==> config.mk <==
export PLATFORM = sky130hd
export DESIGN_NAME = udp_dscp_screener
export DESIGN_NICKNAME = d
export VERILOG_FILES = /design/src/rtl/screen_pkg.sv /design/src/rtl/screen_field_capture.sv /design/src/rtl/screen_rule_match.sv /design/src/rtl/screen_first_hit.sv /design/src/rtl/udp_dscp_screener.sv
export SDC_FILE = /design/constraint.sdc
export NUM_CORES = 1
export LEC_CHECK = 0
export ABC_CLOCK_PERIOD_IN_PS = 9600
export BUFFER_PORTS_ARGS = -buffer_cell sky130_fd_sc_hd__buf_2
export CAP_MARGIN = 20
export CORE_MARGIN = 1.5
export CORE_UTILIZATION = 45
export DETAILED_ROUTE_END_ITERATION = 12
export REMOVE_ABC_BUFFERS = 1
export SYNTH_ARGS = -nofsm -noshare
export SYNTH_HDL_FRONTEND = slang
export SYNTH_SLANG_ARGS = --single-unit
==> constraint.sdc <==
create_clock -name clk -period 9.6 [get_ports clk]
set_clock_uncertainty 0.15 [all_clocks]
set_input_delay 0.48 -clock clk [delete_from_list [all_inputs] [get_ports clk]]
set_output_delay 0.48 -clock clk [all_outputs]
set_load 0.03 [all_outputs]
==> src/rtl/screen_pkg.sv <==
package screen_pkg;
  localparam int MAX_RULES   = 16;
  localparam int QUEUE_W     = 4;
  localparam int RULE_W      = 32;
  localparam int TCLASS_OFS  = 15;
  localparam int PORT_HI_OFS = 36;
  localparam int PORT_LO_OFS = 37;
  localparam int POS_W       = $clog2(PORT_LO_OFS + 2);

  typedef struct packed {
    logic [1:0]         spare;
    logic               port_on;
    logic               tclass_on;
    logic [15:0]        port;
    logic [7:0]         tclass;
    logic [QUEUE_W-1:0] queue;
  } rule_t;

  typedef struct packed {
    logic [7:0] port_hi;
    logic [7:0] port_lo;
    logic [7:0] tclass;
    logic       hi_seen;
    logic       lo_seen;
    logic       tclass_seen;
  } fields_t;
endpackage

==> src/rtl/screen_field_capture.sv <==
module screen_field_capture
  import screen_pkg::*;
(
  input  logic       clk,
  input  logic       rst_n,
  input  logic       beat,
  input  logic       sof,
  input  logic [7:0] data,
  output fields_t    fld_next
);
  localparam logic [POS_W-1:0] POS_MAX = '1;

  logic [POS_W-1:0] pos_q, pos_cur;
  fields_t          fld_q, base;

  always_comb begin
    pos_cur  = sof ? '0 : pos_q;
    base     = (beat && sof) ? '0 : fld_q;
    fld_next = base;
    if (beat) begin
      if (pos_cur == POS_W'(TCLASS_OFS)) begin
        fld_next.tclass      = data;
        fld_next.tclass_seen = 1'b1;
      end
      if (pos_cur == POS_W'(PORT_HI_OFS)) begin
        fld_next.port_hi = data;
        fld_next.hi_seen = 1'b1;
      end
      if (pos_cur == POS_W'(PORT_LO_OFS)) begin
        fld_next.port_lo = data;
        fld_next.lo_seen = 1'b1;
      end
    end
  end

  always_ff @(posedge clk or negedge rst_n) begin
    if (!rst_n) begin
      pos_q <= '0;
      fld_q <= '0;
    end else begin
      fld_q <= fld_next;
      if (beat) pos_q <= (pos_cur == POS_MAX) ? pos_cur : pos_cur + 1'b1;
    end
  end
endmodule

==> src/rtl/screen_rule_match.sv <==
module screen_rule_match
  import screen_pkg::*;
(
  input  rule_t   rule,
  input  fields_t fld,
  output logic    hit
);
  logic port_ok, tclass_ok;

  always_comb begin
    port_ok   = fld.hi_seen && fld.lo_seen && ({fld.port_hi, fld.port_lo} == rule.port);
    tclass_ok = fld.tclass_seen && (fld.tclass == rule.tclass);
    hit = (rule.port_on || rule.tclass_on)
          && (!rule.port_on || port_ok)
          && (!rule.tclass_on || tclass_ok);
  end
endmodule

==> src/rtl/screen_first_hit.sv <==
module screen_first_hit
  import screen_pkg::*;
#(
  parameter int N = 4
) (
  input  logic [N-1:0]              hit,
  input  logic [N-1:0][QUEUE_W-1:0] queues,
  output logic [QUEUE_W-1:0]        queue
);
  always_comb begin
    queue = '0;
    for (int i = N - 1; i >= 0; i--) begin
      if (hit[i]) queue = queues[i];
    end
  end
endmodule

==> src/rtl/udp_dscp_screener.sv <==
module udp_dscp_screener
  import screen_pkg::*;
#(
  parameter int NUM_RULES = 4
) (
  input  logic        clk,
  input  logic        rst_n,
  input  logic        in_valid,
  output logic        in_ready,
  input  logic [7:0]  in_data,
  input  logic        in_sof,
  input  logic        in_eof,
  input  logic        cfg_we,
  input  logic [3:0]  cfg_idx,
  input  logic [31:0] cfg_wdata,
  output logic        res_valid,
  output logic [3:0]  res_queue
);
  logic    in_frame;
  logic    beat;
  fields_t fld_next;
  rule_t   pending [NUM_RULES];
  rule_t   active  [NUM_RULES];
  logic [NUM_RULES-1:0]              hits;
  logic [NUM_RULES-1:0][QUEUE_W-1:0] queues;
  logic [QUEUE_W-1:0]                picked;

  assign in_ready = 1'b1;
  assign beat     = in_valid && (in_frame || in_sof);

  always_ff @(posedge clk or negedge rst_n) begin
    if (!rst_n) in_frame <= 1'b0;
    else if (beat) in_frame <= !in_eof;
  end

  screen_field_capture u_capture (
    .clk      (clk),
    .rst_n    (rst_n),
    .beat     (beat),
    .sof      (in_sof),
    .data     (in_data),
    .fld_next (fld_next)
  );

  for (genvar g = 0; g < NUM_RULES; g++) begin : g_rule
    rule_t eval_rule;

    always_ff @(posedge clk or negedge rst_n) begin
      if (!rst_n) begin
        pending[g] <= '0;
        active[g]  <= '0;
      end else begin
        if (cfg_we && (cfg_idx == 4'(g))) pending[g] <= rule_t'(cfg_wdata);
        if (!in_frame) active[g] <= pending[g];
      end
    end

    assign eval_rule = in_frame ? active[g] : pending[g];
    assign queues[g] = eval_rule.queue;

    screen_rule_match u_match (
      .rule (eval_rule),
      .fld  (fld_next),
      .hit  (hits[g])
    );
  end

  screen_first_hit #(.N(NUM_RULES)) u_pick (
    .hit    (hits),
    .queues (queues),
    .queue  (picked)
  );

  always_ff @(posedge clk or negedge rst_n) begin
    if (!rst_n) begin
      res_valid <= 1'b0;
      res_queue <= '0;
    end else begin
      res_valid <= beat && in_eof;
      if (beat && in_eof) res_queue <= picked;
    end
  end
endmodule

==> results.sh <==
export IMPL_status="finished clean"
export IMPL_period_minus_slack_ns=4.94
export IMPL_core_area_um2=28000
export IMPL_synth_edff_count=0
export IMPL_rsz0062_at_grt="no"
export IMPL_final_setup_viol_count=0
export IMPL_cpPeakStageDelay_ns=0.80
export IMPL_ios=56
export IMPL_routed_wl_um=29000
export IMPL_cts_max_path_buffers=3
export IMPL_fmaxAchievable_ghz=0.202
export IMPL_pwr_share_seq_pct=44.4
export IMPL_worstHoldEndpoint="pending[27]$_DFFE_PN0P_"
export IMPL_p_leak_nw=6.59
export IMPL_ys_ff_latch=279
export IMPL_hpwl_um=19000
export IMPL_max_cap_violations=0
export IMPL_p_int_mw=2.63
export IMPL_wl_per_cell_um=19.8
export IMPL_final_core_util_pct=52.0
export IMPL_cp_max_fo=51
export IMPL_synth_area_leader_cell="dfrtp_1"
export IMPL_drive_gt1_share_pct=34.0
export IMPL_relSlewSlack_pct=30.3
export IMPL_yosysMostFrequentCell="dfrtp_1"
export IMPL_netSwitchingFraction_pct=28.4
export IMPL_p_per_area_nw_per_um2=252
export IMPL_hold_viol=0
export IMPL_layout_nets=1114
export IMPL_switchingPower_mw=1.04
export IMPL_syn_area_per_cell_um2=12.7
export IMPL_syn_area_um2=12900
export IMPL_die_x_um=173
export IMPL_multi_input_area_um2=5530
export IMPL_slowest_stage="dfrtp_4"
export IMPL_combPwrFrac_pct=23.9
export IMPL_clkTransAtPathRegs_ns=0.06
export IMPL_worst_pin_slew_ns=1.04
export IMPL_synth_seq_area_share_pct=54.0
export IMPL_grt_ovfl_total=0
export IMPL_gp_congestion=0.794
export IMPL_initial_core_util_pct=46.2
export IMPL_cp_arrival_ns=5.23
export IMPL_grt_max_degree=86
export IMPL_critical_path_required_ns=9.88
export IMPL_worst_hold_slack_ns=0.0508
export IMPL_grt_antenna_before_repair=0
export IMPL_io_buffers=52
export IMPL_r2r_start="in_frame$_DFFE_PN0N_"
export IMPL_gr_usage_all_layers_pct=19.9
export IMPL_clkSinkCount=279
export IMPL_drt_first_pass_iters=4
export IMPL_path_common_cell="nand4_1"
export IMPL_clkLatencyLatePin_ns=0.55
export IMPL_layout_cells_non_filler=1465
export IMPL_first_iter_violations=436
export IMPL_drc_errors=0
export IMPL_crit_type="flip-flop to flip-flop"
export IMPL_cts_buffers=30
export IMPL_cts_root_buf="clkbuf_16"
export IMPL_rrSetupSlack_ns=4.66
export IMPL_ff_latch_area_um2=6990
export IMPL_cts_tree="built"
export IMPL_vias=8051
export IMPL_synthCells=1016
export IMPL_dp_cells=1408
export IMPL_startpoint_type="flip-flop"
export IMPL_synth_flop_cell="dfrtp_1"
export IMPL_hp_class="primary input to flip-flop"
export IMPL_fin_crit_sh_pct=51.5
export IMPL_n_antenna_cell=0
export IMPL_hold_depth=2
export IMPL_fillCellCount=2474
export IMPL_cts_resized=0
export IMPL_grt_pass1_wl_um=46800
export IMPL_final_area_um2=14600
export IMPL_antenna_left=0
export IMPL_grt_pass1_vias=8032
export IMPL_p_clk_share_pct=31.6
export IMPL_netlist_cell_type_count=69
export IMPL_ir_drop_uv=129
export IMPL_fin_tns_setup_ns=0
export IMPL_area_growth_pct=12.7
export IMPL_drt_vias_per_instance=5.50
export IMPL_rows=61
export IMPL_synthTopCellsByArea="dfrtp_1, mux2_2, xnor2_1"
export IMPL_maxSlewViolCount=0
export IMPL_r2r_end="res_queue[0]$_DFFE_PN0P_"
export IMPL_async_flop_share_pct=100
export IMPL_r2r_worst_path_cells=10
export IMPL_hold_path_startpoint="cfg_wdata[27]"
export IMPL_endpoint_kind="flip-flop"
export IMPL_synth_top_area_share_pct=54.0
export IMPL_cp_cell_sequence="buf_4 -> and4bb_1 -> nand4_1 -> and3_1 -> nor4_1 -> nand4_1 -> o41a_1 -> o211ai_2 -> o221a_1 -> o21ai_1"
export IMPL_netlist_top_cells_count="dfrtp_1, mux2_2, a21oi_1"
export IMPL_placed_area_um2=13500
export IMPL_yosys_warnings=0
export IMPL_dieArea_um2=29800
export IMPL_cts_max_level=1
export IMPL_dieHeight_um=173
-- cell type report --
cell class              count  area share (%)
clock buffers              48            6.45
inverters                  43            1.11
clock inverters             7           0.498
multi-input cells         643            38.0
well taps                 378            3.25
flip-flops and latches    279            47.9
repair buffers             67            2.78
-- worst max-delay path: cells and delay by family, from the launching register on --
kind                   cells  cell delay (ns)
DFF                        1             0.80
buffers and inverters      1             0.72
and+or+nand+nor            5             2.11
AOI/OAI and AO/OA          4             0.98
-- worst max path at each step --
stage | end | slack (ns) | cells after the start | from
5_1_grt | res_queue[3]$_DFFE_PN0P_ | 4.35 | 10 | in_frame$_DFFE_PN0N_
3_3_place_gp | res_queue[3]$_DFFE_PN0P_ | 4.72 | 10 | in_frame$_DFFE_PN0N_
6_report | res_queue[0]$_DFFE_PN0P_ | 4.66 | 10 | in_frame$_DFFE_PN0N_
3_5_place_dp | res_queue[3]$_DFFE_PN0P_ | 4.65 | 10 | in_frame$_DFFE_PN0N_
4_1_cts | res_queue[3]$_DFFE_PN0P_ | 4.63 | 10 | in_frame$_DFFE_PN0N_
2_1_floorplan | res_queue[0]$_DFFE_PN0P_ | 2.75 | 9 | in_frame$_DFFE_PN0N_
-- cell usage in the layout, fill, tap and decap left out, types with 3 or more instances in the layout --
cell,synthesis,final
buf_4,7,13
nand3b_1,3,3
and4_1,3,3
clkbuf_16,0,31
mux2_2,230,230
mux2i_1,34,34
xor2_1,13,13
a31oi_1,3,3
and3_1,34,34
clkinvlp_4,0,5
a32oi_1,6,6
nor2b_1,3,3
clkbuf_1,17,7
buf_2,22,51
nand4_1,21,21
nor4_1,24,24
o21ai_1,4,4
a22oi_1,3,3
and2_1,13,13
nand2_1,35,34
a21oi_1,52,52
dfrtp_1,279,278
clkbuf_8,0,10
nand3_1,11,11
o311ai_2,11,11
o32ai_1,3,3
o311ai_1,4,4
nor3_1,9,8
o21ai_0,13,13
xnor2_1,39,39
inv_1,42,42
nor2_1,20,20
-- stage by stage --
step                setup slack (ns)  power [mW]
floorplan                       2.75        2.28
global placement                4.72        2.50
detailed placement              4.65        2.53
CTS                             4.63        3.71
global route                    4.35        3.87
finish                          4.66        3.66
-- layer usage --
| layer | up-vias | part of all wire, % | global-route usage (%) |
|---|---|---|---|
| met5 | - | 0 | 0 |
| met4 | 0 | 1.8 | 4.09 |
| met3 | 35 | 2.9 | 2.48 |
| met2 | 107 | 46 | 31.0 |
| met1 | 4106 | 49 | 29.7 |
| li1 | 3803 | - | - |
-- power groups by stage --
stage,registers [mW],logic [mW],clock network [mW]
floorplan,1.64,0.640,0
global placement,1.64,0.861,0
detailed placement,1.65,0.881,0
CTS,1.63,0.885,1.19
global route,1.67,0.967,1.24
finish,1.63,0.877,1.16
-- repair_timing --
item | CTS | global route
setup buffers | 0 | 0
hold buffers | 1 | 0
endpoints found under the hold margin | 82 | 0
-- kinds of logic (layout without fill, tap and decap cells) --
kind of cell | count (synthesis) | count (layout) | share of synthesized area (%)
simple gates | 197 | 197 | 8.80
other cells | 1 | 1 | 0.0290
buf+inv | 94 | 165 | 3.32
mux | 264 | 264 | 22.7
compound gates | 129 | 129 | 7.68
flops | 279 | 279 | 54.0
xor+xnor | 52 | 52 | 3.52
-- registers in the layout (all words and copies together) (netlist names) --
| name | count |
|---|---|
| active | 120 |
| pending | 120 |
| u_capture.fld_q | 27 |
| u_capture.pos_q | 6 |
| res_queue | 4 |
| in_frame | 1 |
| res_valid | 1 |
Power figures use the tool's default switching activity.
